## src/rtl/core_pkg.sv

```systemverilog
package core_pkg;

    localparam int CORE_DW = 8;

    // Operand field codes used by the opcode fields
    localparam logic [2:0] LOC_B   = 3'b000;
    localparam logic [2:0] LOC_C   = 3'b001;
    localparam logic [2:0] LOC_D   = 3'b010;
    localparam logic [2:0] LOC_E   = 3'b011;
    localparam logic [2:0] LOC_H   = 3'b100;
    localparam logic [2:0] LOC_L   = 3'b101;
    localparam logic [2:0] LOC_MEM = 3'b110;
    localparam logic [2:0] LOC_A   = 3'b111;

    localparam logic [7:0] OPC_HALT = 8'h76;

    typedef enum logic [1:0] {
        ST_FETCH  = 2'd0,
        ST_DECODE = 2'd1,
        ST_OPER   = 2'd2,
        ST_HALT   = 2'd3
    } seq_t;

    typedef enum logic [2:0] {
        K_NOP  = 3'd0,
        K_MOV  = 3'd1,
        K_MVI  = 3'd2,
        K_STA  = 3'd3,
        K_LDA  = 3'd4,
        K_ALU  = 3'd5,
        K_HALT = 3'd6
    } kind_t;

    typedef enum logic [1:0] {
        ALU_ADD = 2'd0,
        ALU_ADC = 2'd1,
        ALU_SUB = 2'd2,
        ALU_SBB = 2'd3
    } alu_op_t;

endpackage

```

## src/rtl/byte_core_decode.sv

```systemverilog
module byte_core_decode
    import core_pkg::*;
(
    input  logic [7:0] op_i,
    output kind_t      kind_o,
    output logic [2:0] dst_o,
    output logic [2:0] src_o,
    output alu_op_t    aop_o,
    output logic       pair_de_o
);

    always_comb begin
        dst_o     = op_i[5:3];
        src_o     = op_i[2:0];
        aop_o     = alu_op_t'(op_i[4:3]);
        pair_de_o = op_i[4];
        if (op_i == OPC_HALT) begin
            kind_o = K_HALT;
        end else if (op_i[7:6] == 2'b01) begin
            kind_o = K_MOV;
        end else if (op_i[7:5] == 3'b100) begin
            kind_o = K_ALU;
        end else if (op_i[7:6] == 2'b00 && op_i[2:0] == LOC_MEM) begin
            kind_o = K_MVI;
        end else if (op_i[7:5] == 3'b000 && op_i[3:0] == 4'b0010) begin
            kind_o = K_STA;
        end else if (op_i[7:5] == 3'b000 && op_i[3:0] == 4'b1010) begin
            kind_o = K_LDA;
        end else begin
            kind_o = K_NOP;
        end
    end

endmodule

```

## src/rtl/byte_core_alu.sv

```systemverilog
module byte_core_alu
    import core_pkg::*;
#(
    parameter int DATA_W = CORE_DW
) (
    input  logic [DATA_W-1:0] a_i,
    input  logic [DATA_W-1:0] b_i,
    input  logic              cin_i,
    input  alu_op_t           op_i,
    output logic [DATA_W-1:0] res_o,
    output logic              cout_o
);

    localparam int EXT_W = DATA_W + 1;

    logic [EXT_W-1:0] a_x;
    logic [EXT_W-1:0] b_x;
    logic [EXT_W-1:0] c_x;
    logic [EXT_W-1:0] sum_x;
    logic             use_cin;

    always_comb begin
        use_cin = (op_i == ALU_ADC) || (op_i == ALU_SBB);
        a_x     = {1'b0, a_i};
        b_x     = {1'b0, b_i};
        c_x     = {{DATA_W{1'b0}}, (use_cin & cin_i)};
        if (op_i == ALU_ADD || op_i == ALU_ADC) begin
            sum_x = a_x + b_x + c_x;
        end else begin
            // top bit of the extended difference is the borrow
            sum_x = a_x - b_x - c_x;
        end
        res_o  = sum_x[DATA_W-1:0];
        cout_o = sum_x[DATA_W];
    end

endmodule

```

## src/rtl/byte_core_regs.sv

```systemverilog
module byte_core_regs
    import core_pkg::*;
#(
    parameter int DATA_W = CORE_DW,
    parameter int SLOTS  = 8
) (
    input  logic                         clk,
    input  logic                         rst_n,
    input  logic                         we_i,
    input  logic [2:0]                   waddr_i,
    input  logic [DATA_W-1:0]            wdata_i,
    output logic [SLOTS-1:0][DATA_W-1:0] regs_o
);

    logic [SLOTS-1:0][DATA_W-1:0] regs_d;
    logic [SLOTS-1:0][DATA_W-1:0] regs_q;

    generate
        for (genvar g = 0; g < SLOTS; g++) begin : g_slot
            if (g == int'(LOC_MEM)) begin : g_hole
                // code 110 is memory, not a register
                assign regs_d[g] = '0;
                assign regs_q[g] = '0;
            end else begin : g_reg
                always_comb begin
                    regs_d[g] = regs_q[g];
                    if (we_i && waddr_i == 3'(g)) begin
                        regs_d[g] = wdata_i;
                    end
                end
                always_ff @(posedge clk) begin
                    if (!rst_n) begin
                        regs_q[g] <= '0;
                    end else begin
                        regs_q[g] <= regs_d[g];
                    end
                end
            end
        end
    endgenerate

    assign regs_o = regs_q;

    AST_NO_MEM_SLOT_WRITE: assert property (@(posedge clk) disable iff (!rst_n)
        we_i |-> (waddr_i != LOC_MEM));

endmodule

```

## src/rtl/byte_core.sv

```systemverilog
module byte_core
    import core_pkg::*;
#(
    parameter int DATA_W = CORE_DW
) (
    input  logic                clk,
    input  logic                rst_n,
    output logic [2*DATA_W-1:0] mem_addr,
    output logic [DATA_W-1:0]   mem_wdata,
    output logic                mem_we,
    input  logic [DATA_W-1:0]   mem_rdata,
    output logic                halted
);

    localparam int ADDR_W = 2 * DATA_W;
    localparam int SLOTS  = 8;

    typedef struct packed {
        seq_t              st;
        logic [ADDR_W-1:0] pc;
        logic [DATA_W-1:0] ir;
        logic              cy;
    } state_t;

    state_t state_d;
    state_t state_q;

    logic [SLOTS-1:0][DATA_W-1:0] regs;
    logic                         rf_we;
    logic [2:0]                   rf_waddr;
    logic [DATA_W-1:0]            rf_wdata;

    logic [DATA_W-1:0] op_cur;
    kind_t             dec_kind;
    logic [2:0]        dec_dst;
    logic [2:0]        dec_src;
    alu_op_t           dec_aop;
    logic              dec_pair_de;

    logic [DATA_W-1:0] src_val;
    logic [DATA_W-1:0] alu_b;
    logic [DATA_W-1:0] alu_res;
    logic              alu_cout;
    logic [ADDR_W-1:0] addr_hl;
    logic [ADDR_W-1:0] addr_pair;

    // in the decode state the opcode is still on the read bus
    assign op_cur = (state_q.st == ST_DECODE) ? mem_rdata : state_q.ir;

    byte_core_decode i_decode (
        .op_i      (op_cur),
        .kind_o    (dec_kind),
        .dst_o     (dec_dst),
        .src_o     (dec_src),
        .aop_o     (dec_aop),
        .pair_de_o (dec_pair_de)
    );

    byte_core_regs #(
        .DATA_W (DATA_W),
        .SLOTS  (SLOTS)
    ) i_regs (
        .clk     (clk),
        .rst_n   (rst_n),
        .we_i    (rf_we),
        .waddr_i (rf_waddr),
        .wdata_i (rf_wdata),
        .regs_o  (regs)
    );

    assign src_val   = regs[dec_src];
    assign alu_b     = (state_q.st == ST_OPER) ? mem_rdata : src_val;
    assign addr_hl   = {regs[LOC_H], regs[LOC_L]};
    assign addr_pair = dec_pair_de ? {regs[LOC_D], regs[LOC_E]}
                                   : {regs[LOC_B], regs[LOC_C]};

    byte_core_alu #(
        .DATA_W (DATA_W)
    ) i_alu (
        .a_i    (regs[LOC_A]),
        .b_i    (alu_b),
        .cin_i  (state_q.cy),
        .op_i   (dec_aop),
        .res_o  (alu_res),
        .cout_o (alu_cout)
    );

    always_comb begin
        state_d   = state_q;
        mem_addr  = state_q.pc;
        mem_we    = 1'b0;
        mem_wdata = regs[LOC_A];
        rf_we     = 1'b0;
        rf_waddr  = dec_dst;
        rf_wdata  = src_val;

        unique case (state_q.st)
            ST_FETCH: begin
                mem_addr   = state_q.pc;
                state_d.pc = state_q.pc + 1'b1;
                state_d.st = ST_DECODE;
            end

            ST_DECODE: begin
                state_d.ir = mem_rdata;
                state_d.st = ST_FETCH;
                case (dec_kind)
                    K_HALT: begin
                        state_d.st = ST_HALT;
                    end
                    K_MOV: begin
                        if (dec_src == LOC_MEM) begin
                            mem_addr   = addr_hl;
                            state_d.st = ST_OPER;
                        end else if (dec_dst == LOC_MEM) begin
                            mem_addr  = addr_hl;
                            mem_we    = 1'b1;
                            mem_wdata = src_val;
                        end else begin
                            rf_we    = 1'b1;
                            rf_waddr = dec_dst;
                            rf_wdata = src_val;
                        end
                    end
                    K_MVI: begin
                        mem_addr   = state_q.pc;
                        state_d.pc = state_q.pc + 1'b1;
                        state_d.st = ST_OPER;
                    end
                    K_STA: begin
                        mem_addr  = addr_pair;
                        mem_we    = 1'b1;
                        mem_wdata = regs[LOC_A];
                    end
                    K_LDA: begin
                        mem_addr   = addr_pair;
                        state_d.st = ST_OPER;
                    end
                    K_ALU: begin
                        if (dec_src == LOC_MEM) begin
                            mem_addr   = addr_hl;
                            state_d.st = ST_OPER;
                        end else begin
                            rf_we      = 1'b1;
                            rf_waddr   = LOC_A;
                            rf_wdata   = alu_res;
                            state_d.cy = alu_cout;
                        end
                    end
                    default: begin
                    end
                endcase
            end

            ST_OPER: begin
                state_d.st = ST_FETCH;
                case (dec_kind)
                    K_MVI: begin
                        if (dec_dst == LOC_MEM) begin
                            mem_addr  = addr_hl;
                            mem_we    = 1'b1;
                            mem_wdata = mem_rdata;
                        end else begin
                            rf_we    = 1'b1;
                            rf_waddr = dec_dst;
                            rf_wdata = mem_rdata;
                        end
                    end
                    K_MOV: begin
                        rf_we    = 1'b1;
                        rf_waddr = dec_dst;
                        rf_wdata = mem_rdata;
                    end
                    K_LDA: begin
                        rf_we    = 1'b1;
                        rf_waddr = LOC_A;
                        rf_wdata = mem_rdata;
                    end
                    K_ALU: begin
                        rf_we      = 1'b1;
                        rf_waddr   = LOC_A;
                        rf_wdata   = alu_res;
                        state_d.cy = alu_cout;
                    end
                    default: begin
                    end
                endcase
            end

            ST_HALT: begin
                state_d.st = ST_HALT;
            end

            default: begin
                state_d.st = ST_FETCH;
            end
        endcase
    end

    always_ff @(posedge clk) begin
        if (!rst_n) begin
            state_q <= '{st: ST_FETCH, pc: '0, ir: '0, cy: 1'b0};
        end else begin
            state_q <= state_d;
        end
    end

    assign halted = (state_q.st == ST_HALT);

    AST_HALT_HOLDS: assert property (@(posedge clk) disable iff (!rst_n)
        halted |=> halted);
    AST_HALT_QUIET: assert property (@(posedge clk) disable iff (!rst_n)
        halted |-> !mem_we);
    AST_FETCH_STEP: assert property (@(posedge clk) disable iff (!rst_n)
        (state_q.st == ST_FETCH) |=> (state_q.pc == $past(state_q.pc) + 1'b1));
    AST_CARRY_KEEP: assert property (@(posedge clk) disable iff (!rst_n)
        (dec_kind != K_ALU) |=> $stable(state_q.cy));
    AST_NO_WRITE_IN_FETCH: assert property (@(posedge clk) disable iff (!rst_n)
        mem_we |-> (state_q.st != ST_FETCH));

endmodule

```

## config.mk

```make
export PLATFORM = sky130hd
export DESIGN_NAME = byte_core
export DESIGN_NICKNAME = d
export VERILOG_FILES = /design/src/rtl/core_pkg.sv /design/src/rtl/byte_core_decode.sv /design/src/rtl/byte_core_alu.sv /design/src/rtl/byte_core_regs.sv /design/src/rtl/byte_core.sv
export SDC_FILE = /design/constraint.sdc
export NUM_CORES = 1
export LEC_CHECK = 0
export BUFFER_PORTS_ARGS = -buffer_cell sky130_fd_sc_hd__buf_4
export CAP_MARGIN = 20
export CORE_MARGIN = 4
export CORE_UTILIZATION = 45
export DETAILED_ROUTE_END_ITERATION = 10
export PLACE_DENSITY = 0.74
export RECOVER_POWER = 25
export SLEW_MARGIN = 20
export SYNTH_ARGS = -nofsm -noshare
export SYNTH_HDL_FRONTEND = slang
export SYNTH_SLANG_ARGS = --single-unit
```

## constraint.sdc

```tcl
create_clock -name clk -period 5 [get_ports clk]
set_clock_uncertainty 0.2 [all_clocks]
set_input_delay 1.25 -clock clk [delete_from_list [all_inputs] [get_ports clk]]
set_output_delay 1.25 -clock clk [all_outputs]
set_load 0.005 [all_outputs]
```

==> out/metrics.csv, run 1 <==
metric,value,unit
max_slew_margin,46.5,%
worst_slew_pin_slew,0.802,ns
routed_wl,22400,um
crit_slowest_cell,mux4_2,
start_util,46.6,%
numCtsBuffers,9,
reg2regPathDepth,18,
synthTopCellsByCount,"a21oi_1, a211oi_1, dfxtp_1",
synth_ff_type,dfxtp_1,
rrSetupSlack,0.25,ns
r2r_start,state_q[26]$_SDFF_PN0_,
num_rows,43,
crit_path_max_fanout,7,
synth_area,6540,um2
rsz0062_at_grt,yes,
yosys.area.top_type,dfxtp_1,
p_leak,2.98,nW
dieArea,16500,um2
wl_per_cell,20.5,um
end_kind,flip-flop,
drc_errors,0,
syn_to_final_growth,21.9,%
fill_cells,1269,
grt_max_degree,43,
setup_viol,0,
hpwlAfterDp,16700,um
async_flop_share,0,%
cts_tree,done,
die_x,129,um
setup_slack,0.0512,ns
min_from,i_regs.regs_o[6]$_SDFFE_PN0P_,
drv_cap,0,
min_path_type,reg2reg,
cts_root_buf,clkbuf_16,
fin_util,56.8,%
port_buffers,35,
syn_avg_cell_area,7.94,um2
core_area,14000,um2
startpoint_type,input port,
yosysSeqAreaShare,25.4,%
first_global_vias,6352,
path_cells,"buf_4, mux2i_4, buf_4, mux4_2, o21ai_2, o21ai_2, ha_1, inv_2, ha_4, or4b_4, o221ai_4, and3_4, nor3_2, o41ai_2, a21oi_2, buf_6, a311oi_1",
yosys_warnings,0,
synth-edff-count,0,
cp.required,5.06,ns
ant_nets,0,
clock_path_buffers,2,
critPathArrivalTime,5.01,ns
ys_types,80,
pre_cts_ws,-0.455,ns
max_freq,202,MHz
p_total,2.02,mW
gp_congestion,0.991,
ys_ff_latch,83,
cts_num_sinks,83,
dr.pass1.iters,7,
drtIter0Drc,806,
cts_hold_buf,0,
yosys-top-cells-area,"dfxtp_1, a211oi_1, a21oi_1, mux2i_1, ha_1",
grt-ovfl-total,0,
finalHoldViolations,0,
worst_path_largest_cell_delay,0.51,ns
antenna_found_initial,0,
timing.final.crit_share,99.0,%
startpoint,mem_rdata[2],
stdcell_area,7980,um2
clkLatencyLatePin,0.35,ns
htree_levels,3,
nNetsFinal,949,
vias,6968,
worst-setup-path-type,in2reg,
synth.top_cell.area_share,25.4,%
vdd_ir_drop_max,0.201,mV
outcome,finished clean,
hold_depth,2,
synth_nets,864,
path_clk_slew,0.06,ns
io_pins,36,
fp.dieH,129,um
n_antenna_cell,0,
place_area,7530,um2
drv_slew,0,
period_minus_slack,4.95,ns
grt_first_pass_wirelength,35100,um
yosysMostFrequentCell,a21oi_1,
grtUsageTotal,26.9,%
vias_per_cell,6.38,
synth_cells,824,
power_density,253,nW/um2
drive_above_1_share,22.5,%
[metal layers]
metal	track usage (%)	wire, um	vias to the layer above
met5	0	0	-
met4	9.88	782	0
met3	5.56	1940	67
met2	41.1	9940	376
met1	37.4	9750	3267
li1	-	-	3258
[flip-flops by register name (all words and copies together) (netlist names)]
signal	count
i_regs.regs_o	56
state_q	27
[placed cells by master (no fill, tap or decap), drive strengths merged, types with 3 or more instances in the layout]
master,n
and2,12
a221o,4
buf,129
a211oi,86
a22oi,4
nor4,5
nand2b,4
a21oi,90
nand3b,5
and3b,3
mux2,9
or3b,3
a31oi,13
a21o,3
o21ai,46
and3,6
nand3,18
fa,4
ha,26
xnor2,8
o22ai,4
a311oi,4
nand4,8
o211ai,6
a221oi,3
a2bb2oi,8
mux2i,46
nor2b,5
xor2,13
nand2,58
dfxtp,83
mux4,4
o31ai,3
o21a,3
clkbuf,13
o221ai,5
or3,10
inv,42
nor2,64
nor3,26
[worst max-delay path, delay by kind of cell]
family | cells | cell delay, ns
compound gates | 6 | 1.21
mux | 2 | 0.75
buf+inv | 4 | 0.53
fa+ha+maj | 2 | 0.49
simple gates | 3 | 0.76
[layout make-up]
cell class                 instances  area, um2  area share, %
clock buffer                      12        246           3.09
clock inverter                     3       23.8          0.298
inverter                          42        158           1.98
multi-input combinational        643       4630           58.1
sequential                        83       1660           20.8
tap                              180        225           2.82
timing repair buffer             130       1030           12.9
[where the power goes]
group	switching, mW	internal (mW)	leakage (nW)	total, mW
Combinational	0.400	0.299	2.18	0.699
Clock	0.283	0.350	0.125	0.633
Sequential	0.0136	0.671	0.670	0.685
Total	0.697	1.32	2.98	2.02
[per-stage QoR]
| stage | cells | hold WS [ns] | setup TNS, ns |
|---|---|---|---|
| final | 1093 | 0.277 | 0 |
| after global routing | 1093 | 0.304 | -0.0724 |
| after CTS | 1088 | 0.281 | 0 |
| after detailed placement | 1073 | 0.273 | -9.98 |
| after global placement | 1073 | 0.256 | -8.61 |
| after floorplan | 824 | 0.237 | -0.0408 |
[path summary, 6_finish.rpt]
kind / to
setup reg to reg: i_regs.regs_o[63]$_SDFFE_PN0P_
hold / removal: i_regs.regs_o[6]$_SDFFE_PN0P_
hold reg to reg: i_regs.regs_o[6]$_SDFFE_PN0P_
setup / recovery: i_regs.regs_o[63]$_SDFFE_PN0P_
[kinds of logic (layout without fill, tap and decap cells)]
| kind of cell | after synthesis | in the layout | synth area share, % |
|---|---|---|---|
| AOI/OAI and AO/OA | 295 | 295 | 29.9 |
| xor gates and xnor gates | 21 | 21 | 2.81 |
| adders and majority gates | 30 | 30 | 6.20 |
| buffers and inverters | 98 | 187 | 6.67 |
| DFF | 83 | 83 | 25.4 |
| muxes | 59 | 59 | 10.3 |
| and+or+nand+nor | 238 | 238 | 18.7 |
[what timing repair did]
| action | 4_1_cts | 5_1_grt |
|---|---|---|
| gates resized for setup | 5 | 27 |
| endpoints found under the setup margin | 22 | 52 |
| cloned | 0 | 0 |
| hold endpoints to repair | 0 | 0 |
| setup buffers | 0 | 6 |
| pin swaps | 0 | 8 |
No activity file was read; power rests on OpenSTA's default activity.
==> run 2: changes to the inputs <==
CTS_BUF_LIST = sky130_fd_sc_hd__clkbuf_16   (was not set)
==> out/metrics.csv, run 2 (synthesis gave the netlist of run 1 again) <==
metric,value,unit,change
outcome,finished clean,,unchanged
drtIter0Drc,800,,was 806
worst_path_largest_cell_delay,0.52,ns,was 0.51 ns
n_antenna_cell,0,,unchanged
drv_slew,0,,unchanged
finalHoldViolations,0,,unchanged
cts_num_sinks,83,,unchanged
core_area,14000,um2,unchanged
ant_nets,0,,unchanged
fin_tns_setup,0,ns,unchanged
clock_path_buffers,2,,unchanged
numCtsBuffers,9,,unchanged
setup_viol,0,,unchanged
syn_to_final_growth,21.8,%,was 21.9%
final_cell_mix,"buf_4, a21oi_1, dfxtp_1",,unchanged
fp.dieH,129,um,unchanged
pre_cts_ws,-0.455,ns,unchanged
htree_levels,3,,unchanged
hold_slack,0.278,ns,was 0.277 ns
power_density,251,nW/um2,was 253 nW/um2
port_buffers,35,,unchanged
first_global_vias,6362,,was 6352
critPathArrivalTime,5.01,ns,about the same
final_common_cell,buf_4,,unchanged
p_leak,2.98,nW,about the same
vdd_ir_drop_max,0.201,mV,about the same
worstHoldEndpoint,i_regs.regs_o[6]$_SDFFE_PN0P_,,unchanged
layout.cells.non_filler,1093,,unchanged
dieArea,16500,um2,unchanged
max_slew_margin,46.6,%,was 46.5%
start_util,46.6,%,unchanged
r2r-end,i_regs.regs_o[63]$_SDFFE_PN0P_,,unchanged
cts_hold_buf,0,,unchanged
grt_max_degree,43,,unchanged
routed_wl,22500,um,was 22400 um
crit_path_max_fanout,7,,unchanged
final-seq-area,1660,um2,unchanged
cts_tree,done,,unchanged
period_minus_slack,4.95,ns,about the same
hold_depth,2,,unchanged
min_from,i_regs.regs_o[6]$_SDFFE_PN0P_,,unchanged
setup_slack,0.0522,ns,was 0.0512 ns
reg2regPathDepth,18,,unchanged
nNetsFinal,949,,unchanged
grtUsageTotal,26.8,%,was 26.9%
drv_cap,0,,unchanged
antenna_found_initial,0,,unchanged
r2r_start,state_q[26]$_SDFF_PN0_,,unchanged
num_rows,43,,unchanged
grt_first_pass_wirelength,35000,um,was 35100 um
dr.pass1.iters,6,,was 7
wl_per_cell,20.6,um,was 20.5 um
end_kind,flip-flop,,unchanged
multi_input_area,4640,um2,was 4630 um2
timing.final.crit_share,99.0,%,about the same
cts_root_buf,clkbuf_16,,unchanged
grt-ovfl-total,0,,unchanged
die_x,129,um,unchanged
startpoint_type,input port,,unchanged
clkLatencyLatePin,0.35,ns,about the same
drive_above_1_share,22.5,%,unchanged
fill_cells,1270,,was 1269
rrSetupSlack,0.25,ns,about the same
io_pins,36,,unchanged
vias_per_cell,6.35,,was 6.38
dp_cells,1073,,unchanged
vias,6946,,was 6968
hpwlAfterDp,16700,um,unchanged
path_cells,"buf_4, mux2i_4, buf_4, mux4_2, o21ai_2, o21ai_2, ha_1, inv_2, ha_4, or4b_4, o221ai_4, and3_4, nor3_2, o41ai_2, a21oi_2, buf_6, a311oi_1",,unchanged
gp_congestion,0.991,,unchanged
max_freq,202,MHz,about the same
rsz0062_at_grt,yes,,unchanged
place_area,7530,um2,unchanged
worst-setup-path-type,in2reg,,unchanged
min_path_type,reg2reg,,unchanged
cp.required,5.06,ns,about the same
drc_errors,0,,unchanged
crit_slowest_cell,mux4_2,,unchanged
worst_slew_pin_slew,0.799,ns,was 0.802 ns
stdcell_area,7970,um2,was 7980 um2
largest_reg_flops,56,,unchanged
path_clk_slew,0.06,ns,about the same
## run 2: worst max-delay path by stage
stage | from | to | cells past startpoint
2_1_floorplan | mem_rdata[2] | i_regs.regs_o[63]$_SDFFE_PN0P_ | 15
3_3_place_gp | mem_rdata[0] | i_regs.regs_o[63]$_SDFFE_PN0P_ | 18
3_5_place_dp | mem_rdata[1] | i_regs.regs_o[63]$_SDFFE_PN0P_ | 19
4_1_cts | mem_rdata[2] | mem_addr[5] | 11
5_1_grt | mem_rdata[2] | i_regs.regs_o[63]$_SDFFE_PN0P_ | 17
6_report | mem_rdata[2] | i_regs.regs_o[63]$_SDFFE_PN0P_ | 17
## run 2: area by class of cell
| cell class | count | share of cell area, % |
|---|---|---|
| Multi-Input combinational cell | 643 | 58.2 |
| Sequential cell | 83 | 20.9 |
| Timing Repair Buffer | 130 | 12.9 |
| Clock buffer | 9 | 2.83 |
| Tap cell | 180 | 2.83 |
| Inverter | 42 | 1.98 |
| Clock inverter | 6 | 0.440 |
## run 2: critical path, delay by kind of cell
kind	cells	cell delay (ns)
adder cells (fa/ha/maj)	2	0.50
AND/OR/NAND/NOR	3	0.76
multiplexers	2	0.76
buffers and inverters	4	0.53
AO/OA/AOI/OAI	6	1.21
## run 2: where the power goes
part / total, mW / internal, mW / switching, mW
Sequential: 0.685 / 0.671 / 0.0137
Combinational: 0.699 / 0.299 / 0.400
Clock: 0.613 / 0.330 / 0.283
Total: 2.00 / 1.30 / 0.697
## run 2: stage by stage
step	total power [mW]	utilization, %
final	2.00	56.7
after global routing	2.08	56.7
after CTS	1.96	55.7
after detailed placement	1.35	53.6
after global placement	1.34	53.6
after floorplan	1.11	-
## run 2: per-layer routing
| metal | up-vias | GRT usage [%] | part of all wire [%] |
|---|---|---|---|
| met5 | - | 0 | 0 |
| met1 | 3280 | 37.2 | 44 |
| met3 | 65 | 5.77 | 8.3 |
| met4 | 0 | 10.0 | 3.6 |
| met2 | 348 | 41.0 | 44 |
| li1 | 3253 | - | - |
## run 2: timing repair
action / 4_1_cts / 5_1_grt
resized for setup: 5 / 28
setup buffers: 0 / 6
setup endpoints to repair: 22 / 52
pin swaps: 0 / 8
